[src/rtl/rx_pkg.sv]
package rx_pkg;

    typedef enum logic [2:0] {
        ST_IDLE,
        ST_START,
        ST_DATA,
        ST_PARITY,
        ST_STOP1,
        ST_STOP2,
        ST_WAIT_HIGH
    } rx_state_e;

    typedef struct packed {
        logic       ferr;
        logic       perr;
        logic [8:0] data;
    } rx_word_t;

    localparam logic [1:0] FMT_8N = 2'b00;
    localparam logic [1:0] FMT_8E = 2'b01;
    localparam logic [1:0] FMT_8O = 2'b10;
    localparam logic [1:0] FMT_9N = 2'b11;

    localparam int TICKS_PER_BIT = 16;

endpackage

[src/rtl/rx_tick_gen.sv]
module rx_tick_gen #(
    parameter int DIV_W = 16
) (
    input  logic             clk,
    input  logic             rst_n,
    input  logic [DIV_W-1:0] divisor,
    output logic             tick
);
    logic [DIV_W-1:0] cnt;

    // one tick every divisor+1 clocks; >= keeps a lowered divisor from wrapping
    always_ff @(posedge clk or negedge rst_n) begin
        if (!rst_n) begin
            cnt  <= '0;
            tick <= 1'b0;
        end else if (cnt >= divisor) begin
            cnt  <= '0;
            tick <= 1'b1;
        end else begin
            cnt  <= cnt + 1'b1;
            tick <= 1'b0;
        end
    end
endmodule

[src/rtl/rx_frame_fsm.sv]
module rx_frame_fsm
    import rx_pkg::*;
(
    input  logic      clk,
    input  logic      rst_n,
    input  logic      tick,
    input  logic      rx,
    input  logic [1:0] frame_fmt,
    input  logic      stop2_en,
    output logic      push,
    output rx_word_t  push_word,
    output logic      idle,
    output rx_state_e state_o
);
    localparam int TCNT_W = $clog2(TICKS_PER_BIT);
    localparam logic [TCNT_W-1:0] MID_TICK = TCNT_W'(TICKS_PER_BIT / 2 - 1);
    localparam logic [TCNT_W-1:0] END_TICK = TCNT_W'(TICKS_PER_BIT - 1);

    rx_state_e          state, state_nx;
    logic [TCNT_W-1:0]  tcnt;
    logic [3:0]         bidx;
    logic [8:0]         shreg;
    logic               pbit;
    logic               ferr_acc;

    logic               is9, has_par, odd_mode, samp, mid_samp;
    logic [3:0]         last_idx;
    logic               perr_calc;

    assign is9       = (frame_fmt == FMT_9N);
    assign has_par   = (frame_fmt == FMT_8E) || (frame_fmt == FMT_8O);
    assign odd_mode  = (frame_fmt == FMT_8O);
    assign last_idx  = is9 ? 4'd8 : 4'd7;
    assign samp      = tick && (tcnt == END_TICK);
    assign mid_samp  = tick && (tcnt == MID_TICK);
    assign perr_calc = has_par && ((^shreg[7:0]) ^ pbit ^ odd_mode);

    // next-state logic
    always_comb begin
        state_nx = state;
        unique case (state)
            ST_IDLE:      if (!rx) state_nx = ST_START;
            ST_START:     if (mid_samp) state_nx = rx ? ST_IDLE : ST_DATA;
            ST_DATA:      if (samp && bidx == last_idx)
                              state_nx = has_par ? ST_PARITY : ST_STOP1;
            ST_PARITY:    if (samp) state_nx = ST_STOP1;
            ST_STOP1:     if (samp) begin
                              if (stop2_en)  state_nx = ST_STOP2;
                              else if (rx)   state_nx = ST_IDLE;
                              else           state_nx = ST_WAIT_HIGH;
                          end
            ST_STOP2:     if (samp) state_nx = (ferr_acc || !rx) ? ST_WAIT_HIGH : ST_IDLE;
            ST_WAIT_HIGH: if (rx) state_nx = ST_IDLE;
            default:      state_nx = ST_IDLE;
        endcase
    end

    // state register
    always_ff @(posedge clk or negedge rst_n) begin
        if (!rst_n) state <= ST_IDLE;
        else        state <= state_nx;
    end

    // datapath and outputs
    always_ff @(posedge clk or negedge rst_n) begin
        if (!rst_n) begin
            tcnt      <= '0;
            bidx      <= '0;
            shreg     <= '0;
            pbit      <= 1'b0;
            ferr_acc  <= 1'b0;
            push      <= 1'b0;
            push_word <= '0;
        end else begin
            push <= 1'b0;
            if (state == ST_IDLE || state == ST_WAIT_HIGH) begin
                tcnt <= '0;
            end else if (tick) begin
                tcnt <= (state == ST_START && tcnt == MID_TICK) ? '0 : tcnt + 1'b1;
            end
            unique case (state)
                ST_START: if (mid_samp && !rx) begin
                    bidx     <= '0;
                    shreg    <= '0;
                    pbit     <= 1'b0;
                    ferr_acc <= 1'b0;
                end
                ST_DATA: if (samp) begin
                    shreg[bidx] <= rx;
                    bidx        <= bidx + 1'b1;
                end
                ST_PARITY: if (samp) pbit <= rx;
                ST_STOP1: if (samp) begin
                    ferr_acc <= !rx;
                    if (!stop2_en) begin
                        push      <= 1'b1;
                        push_word <= '{ferr: !rx, perr: perr_calc, data: shreg};
                    end
                end
                ST_STOP2: if (samp) begin
                    push      <= 1'b1;
                    push_word <= '{ferr: ferr_acc | !rx, perr: perr_calc, data: shreg};
                end
                default: ;
            endcase
        end
    end

    assign idle    = (state == ST_IDLE) || (state == ST_WAIT_HIGH);
    assign state_o = state;
endmodule

[src/rtl/rx_word_fifo.sv]
module rx_word_fifo
    import rx_pkg::*;
#(
    parameter int DEPTH = 4,
    localparam int PTR_W = $clog2(DEPTH),
    localparam int CNT_W = $clog2(DEPTH + 1)
) (
    input  logic             clk,
    input  logic             rst_n,
    input  logic             push,
    input  rx_word_t         wdata,
    input  logic             pop,
    output rx_word_t         head,
    output logic             empty,
    output logic [CNT_W-1:0] count,
    output logic             overrun
);
    rx_word_t         mem [DEPTH];
    logic [PTR_W-1:0] wptr, rptr;
    logic             full, do_pop, do_push;

    assign empty   = (count == '0);
    assign full    = (count == CNT_W'(DEPTH));
    assign do_pop  = pop && !empty;
    assign do_push = push && (!full || do_pop);
    assign head    = empty ? '0 : mem[rptr];

    always_ff @(posedge clk or negedge rst_n) begin
        if (!rst_n) begin
            wptr    <= '0;
            rptr    <= '0;
            count   <= '0;
            overrun <= 1'b0;
            for (int i = 0; i < DEPTH; i++) mem[i] <= '0;
        end else begin
            if (do_push) begin
                mem[wptr] <= wdata;
                wptr      <= (wptr == PTR_W'(DEPTH - 1)) ? '0 : wptr + 1'b1;
            end
            if (do_pop) rptr <= (rptr == PTR_W'(DEPTH - 1)) ? '0 : rptr + 1'b1;
            if (do_push && !do_pop)      count <= count + 1'b1;
            else if (do_pop && !do_push) count <= count - 1'b1;
            if (push && !do_push) overrun <= 1'b1;
        end
    end
endmodule

[src/rtl/uart_rx_core.sv]
module uart_rx_core
    import rx_pkg::*;
#(
    parameter int DIV_W       = 16,
    parameter int FIFO_DEPTH  = 4,
    parameter int SYNC_STAGES = 2
) (
    input  logic             clk,
    input  logic             rst_n,
    input  logic             rx_pin,
    input  logic             tx_loop,
    input  logic             loopback_en,
    input  logic [DIV_W-1:0] divisor,
    input  logic [1:0]       frame_fmt,
    input  logic             stop2_en,
    input  logic             addr_mode_en,
    input  logic             irq_mode,
    input  logic             pop,
    output logic [8:0]       rd_word,
    output logic             rd_ferr,
    output logic             rd_perr,
    output logic             data_avail,
    output logic             overrun,
    output logic             idle,
    output logic             irq
);
    localparam int CNT_W     = $clog2(FIFO_DEPTH + 1);
    localparam int THRESH    = (FIFO_DEPTH * 3) / 4;
    localparam logic [CNT_W-1:0] IRQ_LVL = CNT_W'(THRESH - 1);

    logic                 line_sel, rx_s, tick, push, fifo_empty, addr_mode, irq_d;
    logic [SYNC_STAGES-1:0] sync_q;
    rx_word_t             push_word, head;
    rx_state_e            fsm_state;
    logic [CNT_W-1:0]     fifo_cnt;

    assign line_sel = loopback_en ? tx_loop : rx_pin;

    always_ff @(posedge clk or negedge rst_n) begin
        if (!rst_n) sync_q <= '1;
        else        sync_q <= {sync_q[SYNC_STAGES-2:0], line_sel};
    end
    assign rx_s = sync_q[SYNC_STAGES-1];

    rx_tick_gen #(.DIV_W(DIV_W)) u_tick (
        .clk     (clk),
        .rst_n   (rst_n),
        .divisor (divisor),
        .tick    (tick)
    );

    rx_frame_fsm u_fsm (
        .clk       (clk),
        .rst_n     (rst_n),
        .tick      (tick),
        .rx        (rx_s),
        .frame_fmt (frame_fmt),
        .stop2_en  (stop2_en),
        .push      (push),
        .push_word (push_word),
        .idle      (idle),
        .state_o   (fsm_state)
    );

    rx_word_fifo #(.DEPTH(FIFO_DEPTH)) u_fifo (
        .clk     (clk),
        .rst_n   (rst_n),
        .push    (push),
        .wdata   (push_word),
        .pop     (pop),
        .head    (head),
        .empty   (fifo_empty),
        .count   (fifo_cnt),
        .overrun (overrun)
    );

    assign addr_mode = addr_mode_en && (frame_fmt == FMT_9N);
    assign irq_d = push && (addr_mode ? push_word.data[8]
                                      : (!irq_mode || (fifo_cnt >= IRQ_LVL)));

    always_ff @(posedge clk or negedge rst_n) begin
        if (!rst_n) irq <= 1'b0;
        else        irq <= irq_d;
    end

    assign rd_word    = head.data;
    assign rd_ferr    = head.ferr;
    assign rd_perr    = head.perr;
    assign data_avail = !fifo_empty;
endmodule

[config.mk]
export PLATFORM = sky130hd
export DESIGN_NAME = uart_rx_core
export DESIGN_NICKNAME = d
export VERILOG_FILES = /design/src/rtl/rx_pkg.sv /design/src/rtl/rx_tick_gen.sv /design/src/rtl/rx_frame_fsm.sv /design/src/rtl/rx_word_fifo.sv /design/src/rtl/uart_rx_core.sv
export SDC_FILE = /design/constraint.sdc
export NUM_CORES = 1
export LEC_CHECK = 0
export BUFFER_PORTS_ARGS = -buffer_cell sky130_fd_sc_hd__buf_4
export CAP_MARGIN = 20
export CELL_PAD_IN_SITES_DETAIL_PLACEMENT = 0
export CELL_PAD_IN_SITES_GLOBAL_PLACEMENT = 2
export CORE_UTILIZATION = 35
export CTS_CLUSTER_DIAMETER = 120
export CTS_CLUSTER_SIZE = 28
export DETAILED_ROUTE_END_ITERATION = 8
export HOLD_SLACK_MARGIN = 0.12
export PLACE_DENSITY = 0.74
export SLEW_MARGIN = 20
export SYNTH_ARGS = -nofsm -noshare
export SYNTH_HDL_FRONTEND = slang
export SYNTH_SLANG_ARGS = --single-unit
[constraint.sdc]
create_clock -name clk -period 1.8 [get_ports clk]
set_input_delay 0.18 -clock clk [delete_from_list [all_inputs] [get_ports clk]]
set_output_delay 0.18 -clock clk [all_outputs]
set_load 0.05 [all_outputs]
; ---- Word level (Yosys, flattened, before mapping)
; Cells that the tools add are included.
[totals]
wordCells = 168
in_bits = 27
register_bits = 106
output_inout_bits = 15
[op_classes]
n_reduce_logical = 40
n_lt_le_gt_ge = 7
eq_ne = 25
n_addsub = 7
bitwise_logic = 5
muxes = 54
[op_table]
columns = op, count
row1 = $mux W11, 7
row2 = $bwmux W44, 1
row3 = $mux W3, 13
row4 = $mux W4, 6
row5 = $bmux W11 S2, 1
row6 = $demux W11 S2, 1
row7 = $pmux W11 S2, 1
row8 = $pmux W3 S7, 1
row9 = $mux W9, 2
row10 = $pmux W9 S2, 1
row11 = $add A16 B1 Y16 const B, 1
row12 = $ge A16 B16 Y1, 1
row13 = $mux W16, 1
row14 = $logic_and A1 B1 Y1, 15
row15 = $eq A3 B3 Y1 const B, 4
row16 = $ne A2 B1 Y1 const B, 6
row17 = $reduce_bool A2 Y1, 6
row18 = $mux W1, 10
row19 = $bwmux W9, 1
row20 = $reduce_and A3 Y1, 3
row21 = $add A4 B1 Y4 const B, 2
row22 = $eq A2 B2 Y1 const B, 4
row23 = $ne A2 B2 Y1 const B, 4
row24 = $pmux W4 S2, 1
row25 = 26 further kinds, 45

; ---- Depth between registers and ports, before layout
[depth]
depth_word = 9
ltp_mapped = 9
ltp_nobuf = 8

; ---- Cells and area by module
; From an unflattened synthesis, not the netlist that was laid out.
[hier_totals]
cells_unflattened = 490
area_unflattened_um2 = 5833.1
[by_module_without_submodules]
columns = module, n_inst, seq_area_each_um2, cells_per_inst, area_each_um2
row1 = rx_word_fifo, 1, 1301.2, 159, 2449.8
row2 = rx_frame_fsm, 1, 850.8, 190, 1968.1
row3 = rx_tick_gen, 1, 425.4, 131, 1285.0
row4 = uart_rx_core, 1, 77.6, 10, 130.1

; ---- Worst setup path after synthesis
; No wires, ideal clock.
[synth_timing]
kind = reg2reg
from = register u_fifo.count[0]
to = register u_fifo.count[2]
synth_period_minus_slack_ns = 2.011
path_stages_with_launch = 9
arrival_ns = 1.932
path_slack_ns = -0.211
n_path_buf = 0
required_ns = 1.721
setup_ns = 0.079
path_cell_list = dfrtp_1 or3_1 nand2_1 ha_1 inv_1 fa_1 xor2_1 nor2_1 xor2_1
[synth_between]
elab_chain_cells = 8
elab_cells_between_ends = 16
cone_classes = add/sub (2) / eq/ne (1) / mux (2) / reduce/logical (11)
[synth_rtl]
columns = element, line
row1 = from (decl), rx_word_fifo.sv:15  ; output logic [CNT_W-1:0] count,
row2 = from (signal assigned), rx_word_fifo.sv:41  ; if (do_push && !do_pop) count <= count + 1'b1;
row3 = from (signal assigned), rx_word_fifo.sv:42  ; else if (do_pop && !do_push) count <= count - 1'b1;
row4 = branches (longest 8 deep; another with $sub A3 B1 Y3), -
; Several ways; the timed one is not identified. The select of a mux whose other input is x is not followed.
; A chain may end at the register's enable or synchronous reset.

; ---- Worst setup path in the final report
[layout_timing]
from = register u_fifo.rptr[0]
to = output port rd_ferr
[layout_between]
elab_chain_cells = 5
[layout_rtl]
columns = element, line
row1 = from (decl), rx_word_fifo.sv:19  ; logic [PTR_W-1:0] wptr, rptr;
row2 = from (signal assigned), rx_word_fifo.sv:40  ; if (do_pop) rptr <= (rptr == PTR_W'(DEPTH - 1)) ? '0 : rptr + 1'b1;
row3 = $not A2 Y3 (implied by the code), rx_word_fifo.sv:26  ; assign head = empty ? '0 : mem[rptr];
row4 = $bmux W11 S2, rx_word_fifo.sv:26
row5 = $mux W11 (implied by the code) (2 in a row), rx_word_fifo.sv:26
row6 = $mux W11, rx_word_fifo.sv:26
row7 = to (decl), uart_rx_core.sv:20  ; output logic rd_ferr,
; Every way passes these cells. The select of a mux whose other input is x is not followed.

==> flow_summary_export.csv <==
group,metric,value,unit
run_status,violations,"negative setup slack",
detailed_routing,dr.first_iter.drc_count,163,
layout,diodes,0,
yosys,syn_nets,543,
pwr,peakVddDrop,0.000437,V
setup_path,slowest_stage,"mux4_2",
clock_network,path_clk_slew,0.07,ns
timing,worst_pin_slew,0.619,ns
setup_path,path_class,"flop to output port",
setup_path,crit_required,1.62,ns
pwr,power_leakage,0.00364,uW
detailed_routing,firstDrtPassIters,4,
timing,drv_slew,0,
die,ios,42,
die,start_util,35.8,%
detailed_routing,avgRoutedWirePerCell,14.7,um
place,dpl_cell_area,6630,um^2
timing,final-hold-violation-count,0,
yosys,ys_ff_latch,106,
pwr,powerDensity,693,nW/um^2
layout,fin_cells,804,
die,dieHeight,129,um
layout,drive_above_1_share,35.9,%
timing,final.setup.tns,-2.08,ns
timing,setup_ws,-0.111,ns
global_routing,grt_pass1_vias,4044,
detailed_routing,drc,0,
yosys,synthFlopType,"dfrtp_1",
yosys,yosysTopAreaCell,"dfrtp_1",
setup_path,path_cells,"buf_6 -> mux4_2 -> and2_4 -> buf_8",
yosys,yosys_warnings,0,
clock_network,cts_made_buffers,9,
global_routing,gr-usage-all-layers,15.3,%
timing,slew-limit-headroom,58.7,%
place,gp_congestion,0.798,
setup_path,slowest_delay,0.53,ns
setup_path,path_max_fanout,8,
global_routing,grt_pass1_wl,19.6,mm
yosys,synth_edf_count,0,
die,design.core.area,15800,um^2
yosys,ys_types,63,
clock_network,cts_max_level,3,
yosys,ys_top_cells_by_area,"dfrtp_1 46%, mux2_1 8.5%, ha_1 6.6%",
clock_network,cts_buffer_depth,2,
detailed_routing,finalWirelength,11.8,mm
timing,max_freq,0.523,GHz
place,port_buffers,41,
setup_path,start_kind,"flop",
yosys,syn_avg_cell_area,11.7,um^2
min_path,hp-class,"input pin to flop",
timing,period_minus_slack,1.91,ns
run_status,status,"complete, but fails checks",
yosys,syn_inst,485,
layout,syn_to_final_growth,30.6,%
clock_network,cts_tree,"built",
clock_network,clk_latency,0.35,ns
timing,min_period_over_period,106,%
yosys,async_flop_share,100,%
place,hpwl,8.42,mm
place,dp.cells,776,
layout,final_net_count,642,
yosys,synth_area,5670,um^2
global_routing,overflow,0,
detailed_routing,num_vias,3898,
global_routing,antenna_found_initial,0,
die,fp.dieArea,16700,um^2
global_routing,grt_max_degree,45,
timing,fin_skew,0.00829,ns
die,num_rows,46,
yosys,netlist.area_leader.share,45.9,%
detailed_routing,ant_nets,0,
timing,setup_viol,30,
setup_path,setup.worst_path.end_class,"output port",
yosys,seq_area_frac_synth,46.9,%
layout,fin_area,7400,um^2
detailed_routing,viasPerCell,4.85,
timing,grt_setup_unrepaired,"yes",
die,fp.dieW,129,um
setup_path,cp.arrival,1.73,ns
flow_run,cap_violations,0,
clock_network,cts-root-buf,"clkbuf_16",
clock_network,clock_sink_count,106,
-- final timing paths --
| kind | start | to | slack, ns | cells after the start |
|---|---|---|---|---|
| max | u_fifo.rptr[0] | rd_ferr | -0.11 | 4 |
| min | pop | u_fifo.overrun | 0.20 | 3 |
| max reg2reg | u_fifo.count[2] | u_fifo.count[2] | -0.09 | 8 |
| min reg2reg | sync_q[0] | sync_q[1] | 0.36 | 0 |
| max in group asynchronous | rst_n | u_fsm.state_o[1] | 0.74 | 3 |
| min in group asynchronous | rst_n | u_fifo.mem[24] | 0.39 | 2 |
-- stage by stage --
step / power [uW] / hold WS (ns) / worst slack, ns / util, %
4_1_cts: 5100 / 0.186 / -0.137 / 45.0
2_1_floorplan: 2850 / -0.116 / -0.131 / -
5_1_grt: 5390 / 0.197 / -0.207 / 46.8
3_3_place_gp: 3060 / 0.225 / -0.0704 / 41.9
3_5_place_dp: 3090 / 0.236 / -0.153 / 41.9
6_report: 5130 / 0.198 / -0.111 / 46.8
-- cell usage after synthesis (5+ instances only) --
| cell type | count |
|---|---|
| dfrtp_1 | 104 |
| mux2_1 | 43 |
| nand2_1 | 37 |
| ha_1 | 30 |
| inv_1 | 27 |
| nor2_1 | 27 |
| xnor2_1 | 15 |
| a21oi_1 | 12 |
| xor2_1 | 12 |
| and2_1 | 11 |
| mux4_2 | 11 |
| o21ai_0 | 10 |
| a21o_1 | 9 |
| mux2_2 | 9 |
| nor2_2 | 9 |
| nand3_1 | 8 |
| o21ai_1 | 7 |
| buf_2 | 6 |
| mux2_4 | 6 |
| nand4_1 | 6 |
| a31oi_1 | 5 |
| buf_4 | 5 |
-- final cells by class --
class	instances	area [um^2]
Tap cell	216	270
Clock buffer	10	229
Sequential cell	106	2660
Fill cell	1474	8420
Inverter	29	109
Clock inverter	5	63.8
Timing Repair Buffer	105	1020
Multi-Input combinational cell	333	3060
-- power by group --
group          internal [uW]  switching (uW)
Clock                   1080             877
Sequential              2460            83.8
Combinational            312             318
-- metal layers --
metal,wire length (um),global-route usage [%],vias up
met3,310,3.84,11
met2,6070,27.0,45
li1,-,-,1917
met1,5330,18.7,1925
met5,0,0,-
met4,116,4.01,0
-- kinds of logic (layout without fill, tap and decap cells) --
group / count (synthesis) / count (layout) / share of synthesized area (%)
compound gates: 73 / 73 / 9.21
buf+inv: 46 / 149 / 4.04
mux: 71 / 71 / 16.6
xor+xnor: 27 / 27 / 4.17
fa+ha+maj: 31 / 31 / 6.98
flops: 106 / 106 / 46.9
simple gates: 131 / 131 / 12.1
-- cell usage in the layout (no fill, tap or decap), types with 12 or more instances in the layout --
cell / instances
dfrtp_1: 102
clkbuf_16: 12
ha_1: 24
buf_4: 76
xor2_1: 12
nand2_1: 34
nor2_1: 19
mux2_1: 42
nor2_4: 12
inv_1: 26
xnor2_1: 15
-- worst max-delay path, delay by kind of cell (launching register included) --
family	cells	cell delay, ns
multiplexers	1	0.53
flip-flops	1	0.38
AND/OR/NAND/NOR	1	0.16
buffers and inverters	2	0.31
-- what timing repair did --
action | in CTS | in global routing
cloned | 0 | 3
pin swaps | 13 | 23
hold endpoints to repair | 39 | 0
setup buffers | 4 | 2
hold buffers | 5 | 0
setup endpoints to repair | 18 | 88
resized for setup | 39 | 36
-- flip-flops by register name, indices dropped and copies added (netlist names) --
signal,flops
u_fifo.mem,44
u_tick.cnt,16
sync_q,2
u_fifo.overrun,1
u_fsm.state_o,3
u_tick.tick,1
u_fifo.rptr,2
irq,1
u_fsm.push_word,11
u_fsm.pbit,1
u_fsm.shreg,9
u_fsm.tcnt,4
u_fsm.bidx,4
u_fsm.ferr_acc,1
u_fsm.push,1
u_fifo.count,3
u_fifo.wptr,2
No activity file was read; power rests on OpenSTA's default activity.
